### config.mk
export PLATFORM = sky130hd
export DESIGN_NAME = pred_result_unit
export DESIGN_NICKNAME = d
export VERILOG_FILES = /design/src/rtl/prt_pkg.sv /design/src/rtl/prt_cond_gen.sv /design/src/rtl/prt_cond_test.sv /design/src/rtl/prt_write_ctrl.sv /design/src/rtl/pred_result_unit.sv
export SDC_FILE = /design/constraint.sdc
export NUM_CORES = 1
export LEC_CHECK = 0
export ABC_AREA = 1
export BUFFER_PORTS_ARGS = -buffer_cell sky130_fd_sc_hd__buf_2
export CAP_MARGIN = 20
export CELL_PAD_IN_SITES_DETAIL_PLACEMENT = 1
export CELL_PAD_IN_SITES_GLOBAL_PLACEMENT = 2
export CORE_UTILIZATION = 10
export DETAILED_ROUTE_END_ITERATION = 16
export PLACE_DENSITY = 0.95
export SYNTH_ARGS = -nofsm -noshare
export SYNTH_HDL_FRONTEND = slang
export SYNTH_SLANG_ARGS = --single-unit
export TNS_END_PERCENT = 50
### constraint.sdc
create_clock -name vclk -period 1.4
set_input_delay 0.21 -clock vclk [all_inputs]
set_output_delay 0.21 -clock vclk [all_outputs]
set_load 0.005 [all_outputs]
### src/rtl/prt_pkg.sv
package prt_pkg;

    // Condition field layout; the test index decodes against this order.
    localparam int CF_W  = 4;
    localparam int CF_LT = 3;
    localparam int CF_GT = 2;
    localparam int CF_EQ = 1;
    localparam int CF_SO = 0;

    typedef struct packed {
        logic lt;
        logic gt;
        logic eq;
        logic so;
    } cond_t;

    typedef enum logic [2:0] {
        DISP_IDLE,
        DISP_SKIP,
        DISP_ZERO,
        DISP_WRITE,
        DISP_DROP
    } disp_t;

endpackage

### src/rtl/prt_cond_gen.sv
module prt_cond_gen
    import prt_pkg::*;
#(
    parameter int DATA_W = 64
) (
    input  logic [DATA_W-1:0] value,
    input  logic              so_in,
    output cond_t             cond
);
    localparam int SIGN_BIT = DATA_W - 1;

    logic is_zero;
    logic is_neg;

    always_comb begin
        is_zero  = (value == '0);
        is_neg   = value[SIGN_BIT];
        cond.lt  = is_neg;
        cond.eq  = is_zero;
        cond.gt  = !is_neg && !is_zero;
        cond.so  = so_in;
    end
endmodule

### src/rtl/prt_cond_test.sv
module prt_cond_test
    import prt_pkg::*;
(
    input  cond_t      cond,
    input  logic [1:0] sel,
    input  logic       want,
    output logic       pass
);
    logic [CF_W-1:0] flat;
    logic            picked;

    always_comb begin
        flat = cond;
        unique case (sel)
            2'd0: picked = flat[CF_LT];
            2'd1: picked = flat[CF_GT];
            2'd2: picked = flat[CF_EQ];
            2'd3: picked = flat[CF_SO];
            default: picked = 1'b0;
        endcase
        pass = (picked == want);
    end
endmodule

### src/rtl/prt_write_ctrl.sv
module prt_write_ctrl
    import prt_pkg::*;
(
    input  logic valid,
    input  logic pred,
    input  logic rec,
    input  logic cmp_only,
    input  logic zero_en,
    input  logic pass,
    output logic res_we,
    output logic res_zero,
    output logic cr_we
);
    disp_t disp;

    // Disposition selection, in priority order.
    always_comb begin
        if (!valid)
            disp = DISP_IDLE;
        else if (!pred)
            disp = zero_en ? DISP_ZERO : DISP_SKIP;
        else if (cmp_only)
            disp = DISP_DROP;
        else if (pass)
            disp = DISP_WRITE;
        else
            disp = zero_en ? DISP_ZERO : DISP_SKIP;
    end

    // Output decode per disposition.
    always_comb begin
        res_we   = 1'b0;
        res_zero = 1'b0;
        unique case (disp)
            DISP_IDLE:  ;
            DISP_SKIP:  ;
            DISP_DROP:  ;
            DISP_WRITE: res_we = 1'b1;
            DISP_ZERO: begin
                res_we   = 1'b1;
                res_zero = 1'b1;
            end
            default: ;
        endcase
        cr_we = valid && pred && (rec || cmp_only);
    end
endmodule

### src/rtl/pred_result_unit.sv
module pred_result_unit
    import prt_pkg::*;
#(
    parameter int DATA_W = 64
) (
    input  logic              elem_valid,
    input  logic [DATA_W-1:0] elem_value,
    input  logic              elem_pred,
    input  logic              rec_en,
    input  logic              cmp_only,
    input  logic              zero_en,
    input  logic [1:0]        test_sel,
    input  logic              test_want,
    input  logic              so_in,
    output logic              res_we,
    output logic              res_zero,
    output logic              cr_we,
    output logic [CF_W-1:0]   cr_field
);
    cond_t cond;
    logic  pass;

    prt_cond_gen #(.DATA_W(DATA_W)) u_gen (
        .value (elem_value),
        .so_in (so_in),
        .cond  (cond)
    );

    prt_cond_test u_test (
        .cond (cond),
        .sel  (test_sel),
        .want (test_want),
        .pass (pass)
    );

    prt_write_ctrl u_ctrl (
        .valid    (elem_valid),
        .pred     (elem_pred),
        .rec      (rec_en),
        .cmp_only (cmp_only),
        .zero_en  (zero_en),
        .pass     (pass),
        .res_we   (res_we),
        .res_zero (res_zero),
        .cr_we    (cr_we)
    );

    assign cr_field = cond;
endmodule

==> results by group <==
Finish
  – Core Util, Final: roughly a quarter
  – Antenna Cells: 0
  – Share of layout cells above drive strength 1: between 50% and 60%
  – Layout Nets: between 200 and 250
  – CLK BUF: 0
  – Sequential cells: 0
  – Seq. cell area: 0 um^2
  – Fillers: 538
  – Area grow syn2layout: 126%

Timing
  – Final period utilization: 117%
  – Setup TNS: -0.471 ns
  – Unrepaired setup endpoints after global routing: true
  – F_max: 610 MHz
  – Final Hold Viols: 0
  – Headroom to the max-slew limit: around nine tenths
  – Worst Tran Pin Value: roughly 0.17 ns
  – Worst Slack Setup Final: -0.240 ns
  – Fin. max-slew vios: 0
  – Final setup vio count: 2
  – Shortest period the worst path allows: 1.64 ns

Worst setup path
  – CP Data Required Time: 1.19 ns
  – Slowest cell on crit path: nor2_2
  – CP Max Fanout: 3
  – Most Frequent Cell on Critical Path: nand2_2
  – Crit path kind: input pin to output pin
  – Crit. End Element: output pin
  – CP cell instances: buf_2, nor2_1, nand2_1, nor2_1, nand2_1, nor2_2, nand2_2, nand2_2, nand2_2, nand2_2, nand2_1, nand2_2, nand3_2, a21oi_2, buf_2
  – Critical Path Source Type: input pin
  – CP startpoint: elem_value[63]
  – CP arrival: 1.43 ns
  – Crit-path max cell delay: 0.13 ns

Synth
  – Largest family of logic cells by synthesized area: simple AND/OR/NAND/NOR gates
  – Synth Cell Area: 387 um^2
  – Synth Area in Compound Gates: 11.0%
  – Syn_nets: about 160
  – Yosys warns: 0
  – Synth cell count leaders: nor2_1, nand2_1, inv_1, nand2_2, buf_4
  – Cell variety after synth: 12
  – Cells after Synth: 90
  – Avg Inst Size Synth: 4.30 um^2
  – Post-synthesis xor/xnor area fraction: 0%
  – Synth Area in Adders: 0%
  – Synth top area share: about two fifths
  – Count leader, synth: nor2_1
  – Sequential-to-total area share from yosys stat: 0%
  – Mux contribution to synthesized area: 0%
  – Post-synthesis simple-gate area fraction: 75.4%
  – Largest area contributor in the netlist: nor2_1
  – Synth top area cells: nor2_1, nand2_1, inv_1

Power
  – Total power draw: 0.183 mW
  – Leakage: a little over 0.5 nW
  – Switching Share: 39.1%
  – Int Pwr: between 0.1 and 0.15 mW
  – Clock group share of total power: 0%
  – Max VDD drop: 0.0419 mV
  – Cell Pwr Density: 209 nW/um^2
  – Sequential share of power: 0%
  – Combinational Power Share: 100.0%
  – NetSw: 0.0714 mW

Global routing
  – Total gr overflow: 0
  – GRT Total Usage: between 7 and 8%
  – First-pass GRT wire length: 2520 um
  – Met1 usage: 7.46%
  – Busiest layer in global routing: met2
  – Largest net degree at the start of global routing: 5
  – Vias in the first global route: around 700
  – Met2 usage: 15.7%
  – Initial antenna violation count: 0
  – Routing usage on met3: 1.25%

Floorplanning
  – Die width: 64.2 um
  – DIE AREA: 4120 um^2
  – Initial Utilization: around a tenth
  – IO Count: 80
  – Row count: 22
  – Floorplan die height: ~64 um
  – CORE AREA: 3690 um^2

Place
  – Placer Congestion: 0.637
  – Detailed placement HPWL: 1570 um
  – I/O Buffers: 80
  – Setup WS pre-CTS: -0.334 ns

Hold path
  – Hold crit path type: input pin to output pin
  – Min-delay src: so_in

Routing
  – Post-route ant nets: 0
  – Iter 0 DRT Violations: 2
  – Via count: 774
  – DR WL/cell: about 7.9 um
  – DR DRC count: 0
  – Pre-Repair DR Iteration Count: 3
  – Detail-routed via count per cell: 3.58
  – Post-Route WL: 1700 um

Outcome
  – Failing checks: negative setup slack
  – Status: finished, violations left

Run
  – Maxcap violations: 0

Clock tree
  – Setup Fix Bufs, Post-CTS: 0
## placed cells by master (no fill, tap or decap)
cell / count
a21oi_1: 2
a21oi_2: 1
a31oi_1: 1
buf_2: 77
buf_4: 1
buf_6: 3
inv_1: 8
nand2_1: 24
nand2_2: 5
nand3_1: 1
nand3_2: 1
nor2_1: 34
nor2_2: 8
o211a_1: 1
o21a_1: 1
## through the flow
step                      cells  hold slack, ns  instance area (um^2)
after global routing        216           0.636                   873
final                       216           0.614                   873
after floorplan              90           0.498                   387
after detailed placement    216           0.618                   832
after CTS                   216           0.618                   861
after global placement      216           0.620                   832
## cell type report
class	instances	area, um^2	area share (%)
Multi-Input combinational cell	79	357	40.8
Inverter	8	30.0	3.44
Timing Repair Buffer	81	427	48.9
Tap cell	48	60.1	6.88
## cell families (layout without fill, tap and decap cells)
| kind of cell | after synthesis | after routing |
|---|---|---|
| compound gates | 6 | 6 |
| buf+inv | 11 | 89 |
| simple gates | 73 | 73 |
## routing by layer
layer	up-vias	wire, um
li1	425	-
met1	305	622
met2	44	861
met3	0	214
met4	0	0
met5	-	0
## power groups by stage
stage | sequential (mW) | combinational (mW) | clock (mW)
after floorplan | 0 | 0.0588 | 0
after global placement | 0 | 0.171 | 0
after detailed placement | 0 | 0.175 | 0
after CTS | 0 | 0.182 | 0
after global routing | 0 | 0.203 | 0
final | 0 | 0.183 | 0
## critical path: cells and delay by family
kind,cells,cell delay [ns]
buffers and inverters,2,0.22
AO/OA/AOI/OAI,1,0.11
AND/OR/NAND/NOR,12,0.89
## path summary, 6_finish.rpt
check                     end  slack, ns  cells past startpoint
setup / recovery       res_we      -0.24                     15
hold / removal    cr_field[0]       0.61                      2
## what timing repair did
| item | CTS | global route |
|---|---|---|
| setup endpoints to repair | 2 | 2 |
| gates resized for setup | 7 | 5 |
| pin swaps | 6 | 4 |
| hold buffers | 0 | 0 |
Note: power is estimated with default switching activity, not from simulation.
